`src/rtl/cmdrsp_pkg.sv`:
```
package cmdrsp_pkg;
   typedef enum logic [1:0] {
      CR_IDLE  = 2'd0,
      CR_ISSUE = 2'd1,
      CR_WAIT  = 2'd2
   } cr_state_t;

   localparam int ST_RESP_END = 0;
   localparam int ST_SENT     = 1;
   localparam int ST_TOUT     = 2;
   localparam int ST_N        = 3;
endpackage

```
`src/rtl/cmdrsp_collect.sv`:
```
module cmdrsp_collect #(
   parameter int BYTE_W    = 8,
   parameter int MAX_BYTES = 16,
   parameter int CNT_W     = 5
) (
   input  logic                          clk,
   input  logic                          rst_n,
   input  logic                          clr,
   input  logic                          take,
   input  logic [BYTE_W-1:0]             byte_in,
   output logic [MAX_BYTES*BYTE_W-1:0]   shift_nx,
   output logic [CNT_W-1:0]              cnt_nx
);
   localparam int SH_W = MAX_BYTES*BYTE_W;
   localparam int SAT  = MAX_BYTES + 1;

   logic [SH_W-1:0]  sh_q;
   logic [CNT_W-1:0] cnt_q;

   // newest byte enters at the bottom, so the first byte drifts to the top
   assign shift_nx = take ? {sh_q[SH_W-BYTE_W-1:0], byte_in} : sh_q;
   assign cnt_nx   = (take && (cnt_q != CNT_W'(SAT))) ? cnt_q + 1'b1 : cnt_q;

   always_ff @(posedge clk) begin
      if (!rst_n || clr) begin
         sh_q  <= '0;
         cnt_q <= '0;
      end else begin
         sh_q  <= shift_nx;
         cnt_q <= cnt_nx;
      end
   end
endmodule

```
`src/rtl/cmdrsp_classify.sv`:
```
module cmdrsp_classify #(
   parameter int SHORT_BYTES = 4,
   parameter int LONG_BYTES  = 16,
   parameter int CNT_W       = 5
) (
   input  logic [CNT_W-1:0] cnt,
   input  logic             want_long,
   output logic             fmt_short,
   output logic             fmt_long,
   output logic             fmt_bad
);
   assign fmt_short = (cnt == CNT_W'(SHORT_BYTES)) && !want_long;
   assign fmt_long  = (cnt == CNT_W'(LONG_BYTES));
   assign fmt_bad   = !(fmt_short || fmt_long);
endmodule

```
`src/rtl/cmdrsp_pack.sv`:
```
module cmdrsp_pack #(
   parameter int WORD_W    = 32,
   parameter int RSP_WORDS = 4
) (
   input  logic [WORD_W*RSP_WORDS-1:0] shift_in,
   input  logic                        is_long,
   output logic [WORD_W*RSP_WORDS-1:0] words
);
   for (genvar i = 0; i < RSP_WORDS; i++) begin : g_word
      logic [WORD_W-1:0] lw;
      if (i == RSP_WORDS-1) begin : g_last
         assign lw = {shift_in[WORD_W-1:1], 1'b0};
      end else begin : g_mid
         assign lw = shift_in[(RSP_WORDS-1-i)*WORD_W +: WORD_W];
      end
      if (i == 0) begin : g_first
         assign words[0 +: WORD_W] = is_long ? lw : shift_in[WORD_W-1:0];
      end else begin : g_rest
         assign words[i*WORD_W +: WORD_W] = is_long ? lw : '0;
      end
   end
endmodule

```
`src/rtl/cmdrsp_engine.sv`:
```
module cmdrsp_engine #(
   parameter int IDX_W     = 6,
   parameter int ARG_W     = 32,
   parameter int WORD_W    = 32,
   parameter int RSP_WORDS = 4,
   parameter int BYTE_W    = 8,
   localparam int CMD_W    = IDX_W + 5,
   localparam int RSP_W    = WORD_W * RSP_WORDS
) (
   input  logic              clk,
   input  logic              rst_n,
   input  logic              cmd_wr,
   input  logic [CMD_W-1:0]  cmd_wdata,
   input  logic              arg_wr,
   input  logic [ARG_W-1:0]  arg_wdata,
   input  logic [2:0]        stat_clr,
   output logic              req_valid,
   output logic [IDX_W-1:0]  req_index,
   output logic [ARG_W-1:0]  req_arg,
   input  logic              rsp_byte_valid,
   input  logic [BYTE_W-1:0] rsp_byte,
   input  logic              rsp_done,
   output logic [CMD_W-1:0]  cmd_word,
   output logic [ARG_W-1:0]  arg_word,
   output logic [RSP_W-1:0]  resp_words,
   output logic              st_resp_end,
   output logic              st_cmd_sent,
   output logic              st_timeout,
   output logic              st_active
);
   import cmdrsp_pkg::*;

   localparam int SHORT_BYTES = WORD_W / BYTE_W;
   localparam int LONG_BYTES  = SHORT_BYTES * RSP_WORDS;
   localparam int CNT_W       = $clog2(LONG_BYTES + 2);
   localparam int B_RSP  = IDX_W;
   localparam int B_LONG = IDX_W + 1;
   localparam int B_INT  = IDX_W + 2;
   localparam int B_PEND = IDX_W + 3;
   localparam int B_EN   = IDX_W + 4;

   if ((WORD_W % BYTE_W) != 0 || RSP_WORDS < 2 || IDX_W < 1) begin : g_bad_cfg
      $error("cmdrsp_engine: word width must be whole bytes and at least two response words");
   end

   cr_state_t              state_q;
   logic [CMD_W-1:0]       cmd_q;
   logic [ARG_W-1:0]       arg_q;
   logic [RSP_W-1:0]       resp_q;
   logic [ST_N-1:0]        st_q, st_set;
   logic                   active_q;
   logic [RSP_W-1:0]       shift_nx, packed_words;
   logic [CNT_W-1:0]       cnt_nx;
   logic                   fmt_short, fmt_long, fmt_bad;
   logic                   w_go, finish_rsp;

   cmdrsp_collect #(.BYTE_W(BYTE_W), .MAX_BYTES(LONG_BYTES), .CNT_W(CNT_W)) u_collect (
      .clk(clk), .rst_n(rst_n),
      .clr(state_q == CR_ISSUE),
      .take((state_q == CR_WAIT) && rsp_byte_valid),
      .byte_in(rsp_byte),
      .shift_nx(shift_nx), .cnt_nx(cnt_nx)
   );

   cmdrsp_classify #(.SHORT_BYTES(SHORT_BYTES), .LONG_BYTES(LONG_BYTES), .CNT_W(CNT_W)) u_class (
      .cnt(cnt_nx), .want_long(cmd_q[B_LONG]),
      .fmt_short(fmt_short), .fmt_long(fmt_long), .fmt_bad(fmt_bad)
   );

   cmdrsp_pack #(.WORD_W(WORD_W), .RSP_WORDS(RSP_WORDS)) u_pack (
      .shift_in(shift_nx), .is_long(fmt_long), .words(packed_words)
   );

   assign w_go       = cmd_wdata[B_EN] && !cmd_wdata[B_INT] && !cmd_wdata[B_PEND];
   assign finish_rsp = (state_q == CR_WAIT) && rsp_done;

   always_comb begin
      st_set              = '0;
      st_set[ST_SENT]     = (state_q == CR_ISSUE) && !cmd_q[B_RSP];
      st_set[ST_RESP_END] = finish_rsp && !fmt_bad;
      st_set[ST_TOUT]     = finish_rsp && fmt_bad;
   end

   always_ff @(posedge clk) begin
      if (!rst_n) begin
         state_q  <= CR_IDLE;
         cmd_q    <= '0;
         arg_q    <= '0;
         resp_q   <= '0;
         st_q     <= '0;
         active_q <= 1'b0;
      end else begin
         st_q <= (st_q & ~stat_clr) | st_set;
         unique case (state_q)
            CR_IDLE: begin
               if (arg_wr) arg_q <= arg_wdata;
               if (cmd_wr) begin
                  if (w_go) begin
                     cmd_q    <= cmd_wdata;
                     state_q  <= CR_ISSUE;
                     active_q <= 1'b1;
                  end else begin
                     cmd_q        <= cmd_wdata;
                     cmd_q[B_EN]  <= 1'b0;
                  end
               end
            end
            CR_ISSUE: begin
               if (!cmd_q[B_RSP]) begin
                  state_q     <= CR_IDLE;
                  cmd_q[B_EN] <= 1'b0;
                  active_q    <= 1'b0;
               end else begin
                  state_q <= CR_WAIT;
               end
            end
            CR_WAIT: begin
               if (rsp_done) begin
                  state_q     <= CR_IDLE;
                  cmd_q[B_EN] <= 1'b0;
                  active_q    <= 1'b0;
                  if (!fmt_bad) resp_q <= packed_words;
               end
            end
            default: state_q <= CR_IDLE;
         endcase
      end
   end

   assign req_valid   = (state_q == CR_ISSUE);
   assign req_index   = cmd_q[IDX_W-1:0];
   assign req_arg     = arg_q;
   assign cmd_word    = cmd_q;
   assign arg_word    = arg_q;
   assign resp_words  = resp_q;
   assign st_resp_end = st_q[ST_RESP_END];
   assign st_cmd_sent = st_q[ST_SENT];
   assign st_timeout  = st_q[ST_TOUT];
   assign st_active   = active_q;
endmodule

```
`config.mk`:
```
export PLATFORM = sky130hd
export DESIGN_NAME = cmdrsp_engine
export DESIGN_NICKNAME = d
export VERILOG_FILES = /design/src/rtl/cmdrsp_pkg.sv /design/src/rtl/cmdrsp_collect.sv /design/src/rtl/cmdrsp_classify.sv /design/src/rtl/cmdrsp_pack.sv /design/src/rtl/cmdrsp_engine.sv
export SDC_FILE = /design/constraint.sdc
export NUM_CORES = 1
export LEC_CHECK = 0
export ABC_AREA = 1
export BUFFER_PORTS_ARGS = -buffer_cell sky130_fd_sc_hd__buf_2
export CORE_ASPECT_RATIO = 0.8
export CORE_UTILIZATION = 50
export DETAILED_ROUTE_END_ITERATION = 6
export PLACE_DENSITY_LB_ADDON = 0.1
export RECOVER_POWER = 25
export SLEW_MARGIN = 0
export SYNTH_ARGS = -nofsm -noshare
export SYNTH_HDL_FRONTEND = slang
export SYNTH_SLANG_ARGS = --single-unit
```
`constraint.sdc`:
```
create_clock -name clk -period 2.63 [get_ports clk]
set_input_delay 0.526 -clock clk [delete_from_list [all_inputs] [get_ports clk]]
set_output_delay 0.526 -clock clk [all_outputs]
set_load 0.01 [all_outputs]
```
Word level (Yosys, flattened, before mapping)
Cells that the tools add are included.
{"block": "totals", "word_cells": 66, "input_bits": 60, "ramBits": 0, "output_inout_bits": 214, "ff_bits": 310, "mem_count": 0, "latchBits": 0, "rom_bits": 0}
{"block": "classes", "multipliers": 0, "eq_ne": 9, "add_sub_neg": 1, "n_reduce_logical": 25, "n_div": 0, "order_cmp": 0, "bitwise": 3, "muxes": 19, "shifts": 0}
{"operator": "128-bit two-way mux", "n": 1}
{"operator": "32-bit two-way mux", "n": 4}
{"operator": "11-bit two-way mux", "n": 2}
{"operator": "1-bit logical AND", "n": 9}
{"operator": "2-bit two-way mux", "n": 4}
{"operator": "2-bit != test (second input constant)", "n": 4}
{"operator": "1-bit zero test", "n": 6}
{"operator": "1-bit one-hot mux with 3 select lines", "n": 2}
{"operator": "2-bit one-hot mux with 3 select lines", "n": 1}
{"operator": "3-bit AND reduction", "n": 2}
{"operator": "5-bit by 1-bit adder with 5-bit output (second input constant)", "n": 1}
{"operator": "5-bit by 3-bit equality test with 1-bit output (second input constant)", "n": 1}
{"operator": "5-bit equality test (second input constant)", "n": 1}
{"operator": "5-bit two-way mux", "n": 1}
{"operator": "5-bit != test (second input constant)", "n": 1}
{"operator": "5-bit AND reduction", "n": 1}
{"operator": "1-bit two-way mux", "n": 4}
{"operator": "2-bit AND reduction", "n": 2}
{"operator": "4-bit AND reduction", "n": 1}
{"operator": "3-bit bitwise AND", "n": 1}
{"operator": "3-bit NOT", "n": 1}
{"operator": "3-bit OR", "n": 1}
{"operator": "3-bit nonzero test", "n": 1}
{"operator": "2-bit by 1-bit equality test with 1-bit output (second input constant)", "n": 1}
{"operator": "other kinds (3)", "n": 4}

Depth between registers and ports, before layout
{"block": "depth", "ltp_word": 10, "ltp_mapped": 16, "mapped_depth_nobuf": 15}

Hierarchy
From an unflattened synthesis, not the netlist that was laid out.
{"block": "hier_totals", "cells_unflattened": 1884, "hier_area_um2": 13148.9}
{"module": "cmdrsp_engine", "seq_area_each_um2": 3543.4, "area_per_inst_um2": 6596.3, "cells_per_inst": 840, "n_inst": 1}
{"module": "cmdrsp_collect", "seq_area_each_um2": 2662.6, "area_per_inst_um2": 5278.8, "cells_per_inst": 727, "n_inst": 1}
{"module": "cmdrsp_pack", "seq_area_each_um2": 0.0, "area_per_inst_um2": 1227.4, "cells_per_inst": 306, "n_inst": 1}
{"module": "cmdrsp_classify", "seq_area_each_um2": 0.0, "area_per_inst_um2": 46.3, "cells_per_inst": 11, "n_inst": 1}

Least setup slack after synthesis
OpenSTA, ideal clock, no wires.
{"block": "synth_path", "path_kind": "reg-to-reg", "startpoint": "register state_q[0]", "endpoint": "register resp_q[10], in the netlist resp_words[10]", "path_slack_ns": 0.664, "n_path_buf": 2, "required_ns": 2.517, "period_less_slack_ns": 1.966, "stages_incl_launch_ff": 15, "t_arrival_ns": 1.853, "setup_ns": 0.113, "path_cell_list": "dfxtp_1 > inv_1 > ha_1 > nand2_1 > inv_2 > nand2_2 > nand2_1 > nand2_1 > nand2_1 > nor2_4 > nand3_2 > buf_2 > buf_2 > nor2_1 > nor2_1"}
{"block": "synth_via", "elab_chain_len": 8, "word_cells_on_any_way": 11, "cone_classes": "3 x eq/ne; 3 x mux; 5 x reduce/logical"}
{"element": "start: declaration", "line_no": "cmdrsp_engine.sv:46", "rtl": "cr_state_t state_q;"}
{"element": "start signal: assignment", "line_no": "cmdrsp_engine.sv:86", "rtl": "state_q <= CR_IDLE;"}
{"element": "start signal: assignment", "line_no": "cmdrsp_engine.sv:100", "rtl": "state_q <= CR_ISSUE;"}
{"element": "start signal: assignment", "line_no": "cmdrsp_engine.sv:110", "rtl": "state_q <= CR_IDLE;"}
{"element": "2-bit equality test *", "line_no": "cmdrsp_engine.sv:60, cmdrsp_engine.sv:94"}
{"element": "1-bit logical AND", "line_no": "cmdrsp_engine.sv:60", "rtl": ".take((state_q == CR_WAIT) && rsp_byte_valid),"}
{"element": "1-bit logical AND", "line_no": "cmdrsp_collect.sv:22", "rtl": "assign cnt_nx = (take && (cnt_q != CNT_W'(SAT))) ? cnt_q + 1'b1 : cnt_q;"}
{"element": "5-bit two-way mux", "line_no": "cmdrsp_collect.sv:22"}
{"element": "5-bit by 3-bit equality test with 1-bit output", "line_no": "cmdrsp_classify.sv:12", "rtl": "assign fmt_short = (cnt == CNT_W'(SHORT_BYTES)) && !want_long;"}
{"element": "1-bit logical AND", "line_no": "cmdrsp_classify.sv:12"}
{"element": "1-bit logical OR", "line_no": "cmdrsp_classify.sv:14", "rtl": "assign fmt_bad = !(fmt_short || fmt_long);"}
{"element": "3-bit AND reduction (no source line)"}
{"element": "end signal: assignment", "line_no": "cmdrsp_engine.sv:122", "rtl": "if (!fmt_bad) resp_q <= packed_words;"}
{"element": "end: declaration", "line_no": "cmdrsp_engine.sv:49", "rtl": "logic [RSP_W-1:0] resp_q;"}
Every way passes the cells marked *; elsewhere a longest branch is shown, timed or not.
A chain may end at the register's enable or synchronous reset.

Worst setup path in the final report
{"block": "layout_path", "startpoint": "register state_q[0]", "endpoint": "register resp_q[127], in the netlist resp_words[127]"}
The elaborated chain is that of the path after synthesis.

==> impl_results.md <==
* Syn nets at 2068
* Post-synthesis mux area share at 0%
* Simple-Gate Fraction of Synth Area at 32.6%
* CP Launch Type: flip-flop
* Gr busiest metal: met2
* CTS tree: yes
* Power Dens Cells at 884 nW/um^2
* Crit path max fanout at 26
* Met2 Usage GRT at 39.4%
* Setup Viol. Count Final at 0
* WP data required at 3.11 ns
* Rows at 53
* Vias in the first global route at 10684
* Worst-Skew Late Latency at 0.55 ns
* Commonest non-fill, non-tap cell in the layout: nor2_1
* CTS H-tree lvls at 1
* Cell taking the most area after synthesis: dfxtp_1
* Syn avg cell area at 6.68 um^2
* CTS Root Cell: clkbuf_16
* Final wirelength at 34000 um
* Drt drc at 0
* IO buf count at 272
* Post-synthesis cell area at 13400 um^2
* Worst slew margin at 17.0%
* Unique masters post-synth at 27
* Post-CTS Hold Fix Bufs at 0
* Met1 global-route usage at 32.6%
* Routed length per placed instance at 13.2 um
* Clock Path Buffers at 3
* Clk sinks at 309
* Die Area at 27400 um^2
* Max-slew violation count at 0
* DRT iter0 DRCs at 828
* Gr ovfl total at 0
* FF+latch area at 6190 um^2
* ANT cells at 0
* Post-Route Skew at 0.0109 ns
* Yosys top cell area share at 46.2%
* Io pins at 274
* Worst Tran Pin Value at 1.24 ns
* Internal Power at 9.26 mW
* Final hold vios at 0
* Period utilisation layout at 91.5%
* Dpl hpwl at 23100 um
* Largest family of logic cells by synthesized area: simple AND/OR/NAND/NOR gates
* Switching portion of total power at 32.9%
* Share of layout cells above drive strength 1 at 15.0%
* Kind of critical path: reg -> reg
* DIE HEIGHT at 148 um
* Max-cap violations at 0
* Initial antenna violation count at 0
* Via density at 4.67
* Core area at 26300 um^2
* Flop pwr share at 41.1%
* CTS Buf Count at 31
* Gr usage total at 23.9%
* Chip width at 185 um
* Worst vdd ir at 0.610 mV
* Multi-input logic area at 5380 um^2
* Post-CTS Resized at 0
* EDFF count, synth at 0
* Via count at 11971
* Met3 usage at 3.43%
* # fillers at 2638
* Clock power frac at 32.8%
* Number of warnings issued by yosys at 0
* Worst Setup End Kind: flip-flop
* Synth Area in Compound Gates at 6.98%
* Most frequent cells in the layout: 570 x nor2_1, 412 x nand2_1, 309 x dfxtp_1
* Achievable Freq at 415 MHz
* Worst-path clk slew at 0.06 ns
* Largest net degree at the start of global routing at 129
* First-pass GRT wire length at 53400 um
* Area grow syn2layout at 16.6%
* Status: finished, final reports clean
* Crit path arrival time at 2.89 ns
* Combinational share of power at 26.2%
* Initial Util at 51.0%
* Synthesized flop and latch total at 309
* Main synth FF type: dfxtp_1
* Nets@finish at 2249
* Fraction of registers with async set/reset at 0%
* Synth Instances at 2003
* Setup Buffers After CTS at 0
* Seq/Total Area, Yosys at 46.2%
* ANT nets after route at 0
* Leak Pwr at 8.71 nW
* Fin crit period at 2.41 ns
* Post-Synth XOR/XNOR Area at 0%
* Fin util at 59.5%
* Total iterations of the first detailed-routing run at 7
* Post-Synth Adder-Cell Area at 0.467%
* Net Sw Power at 4.55 mW
* Hold Path Class: in -> reg
* Synth area leaders: dfxtp_1 46%, nor2_1 16%, nand2_1 12%, inv_1 6.9%, o21ai_0 6.5%
* RSZ-0062 raised after global routing: no
* Final GP Congestion at 0.834
* Setup Total Neg Slack at 0 ns
-- per-layer routing --
metal	part of all wire [%]	vias up	wire length [um]
met5	0	-	0
met2	45	276	15100
met1	49	5361	16500
met3	4.7	40	1610
met4	2.1	0	721
li1	-	6294	-
-- worst max-delay path, cell delays in order, from the launching register on --
cell and delay [ns]:
dfxtp_1 0.37, inv_1 0.08, ha_1 0.26, nand2_4 0.12
clkinv_2 0.12, nand2_2 0.11, nand2_1 0.05, nand2_1 0.08
nand2_1 0.09, nor2_4 0.18, nand2_4 0.24, buf_12 0.25
nor2_1 0.20, nor2_1 0.08, nor2_1 0.11
-- synth_stat cells, types with 2 or more instances --
master    count
nand2_1     414
buf_4        40
nor3_1        2
nand2_2       2
buf_6        18
nand3_1      39
o21ai_0     173
or2_2        64
a21oi_1      10
ha_1          5
buf_2        25
dfxtp_1     309
inv_1       247
nor2_1      570
clkbuf_1     70
inv_2         2
nand4_1       2
buf_1         2
-- state kept, by name, summed over array words and instances, names as in the netlist --
signal and count:
arg_word 32, cmd_word 11, resp_words 127, st_active 1
st_q 3, state_q 2, u_collect.cnt_q 5, u_collect.sh_q 128
-- power groups by stage --
| stage | registers (mW) | logic (mW) | clock network (mW) |
|---|---|---|---|
| after global placement | 5.74 | 3.59 | 0 |
| after CTS | 5.66 | 3.66 | 4.62 |
| after global routing | 5.74 | 4.11 | 4.81 |
| final | 5.67 | 3.61 | 4.52 |
| after floorplan | 5.73 | 2.66 | 0 |
| after detailed placement | 5.77 | 3.64 | 0 |
-- final cells by class --
class / count / area share [%]
clock buffers: 48 / 5.89
clock inverters: 10 / 0.825
inverters: 250 / 6.02
multi-input cells: 1289 / 34.5
flip-flops and latches: 309 / 39.6
well taps: 357 / 2.86
repair buffers: 303 / 10.3
-- per-stage QoR --
step	cell area (um^2)	setup WS (ns)	instances	total power, mW	hold WS [ns]
after floorplan	13400	0.664	2003	8.39	0.445
after global placement	14700	0.386	2508	9.33	0.456
after detailed placement	14700	0.248	2508	9.40	0.469
after CTS	15700	0.248	2566	13.9	0.209
after global routing	15600	0.0206	2566	14.7	0.228
final	15600	0.223	2566	13.8	0.223
-- logic make-up (layout without fill, tap and decap cells) --
group | count (synthesis) | count (layout)
AND/OR/NAND/NOR | 1097 | 1097
buffers and inverters | 405 | 611
flip-flops | 309 | 309
AO/OA/AOI/OAI | 186 | 186
adder cells (fa/ha/maj) | 5 | 5
other | 1 | 1
-- worst paths after layout --
| kind | start | endpoint | slack, ns | cells past startpoint |
|---|---|---|---|---|
| max reg2reg | state_q[0] | resp_words[127] | 0.22 | 14 |
| min reg2reg | st_q[2] | st_q[2] | 0.48 | 2 |
| min | arg_wdata[29] | arg_word[29] | 0.22 | 3 |
| max | state_q[0] | resp_words[127] | 0.22 | 14 |
Note: power is estimated with default switching activity, not from simulation.
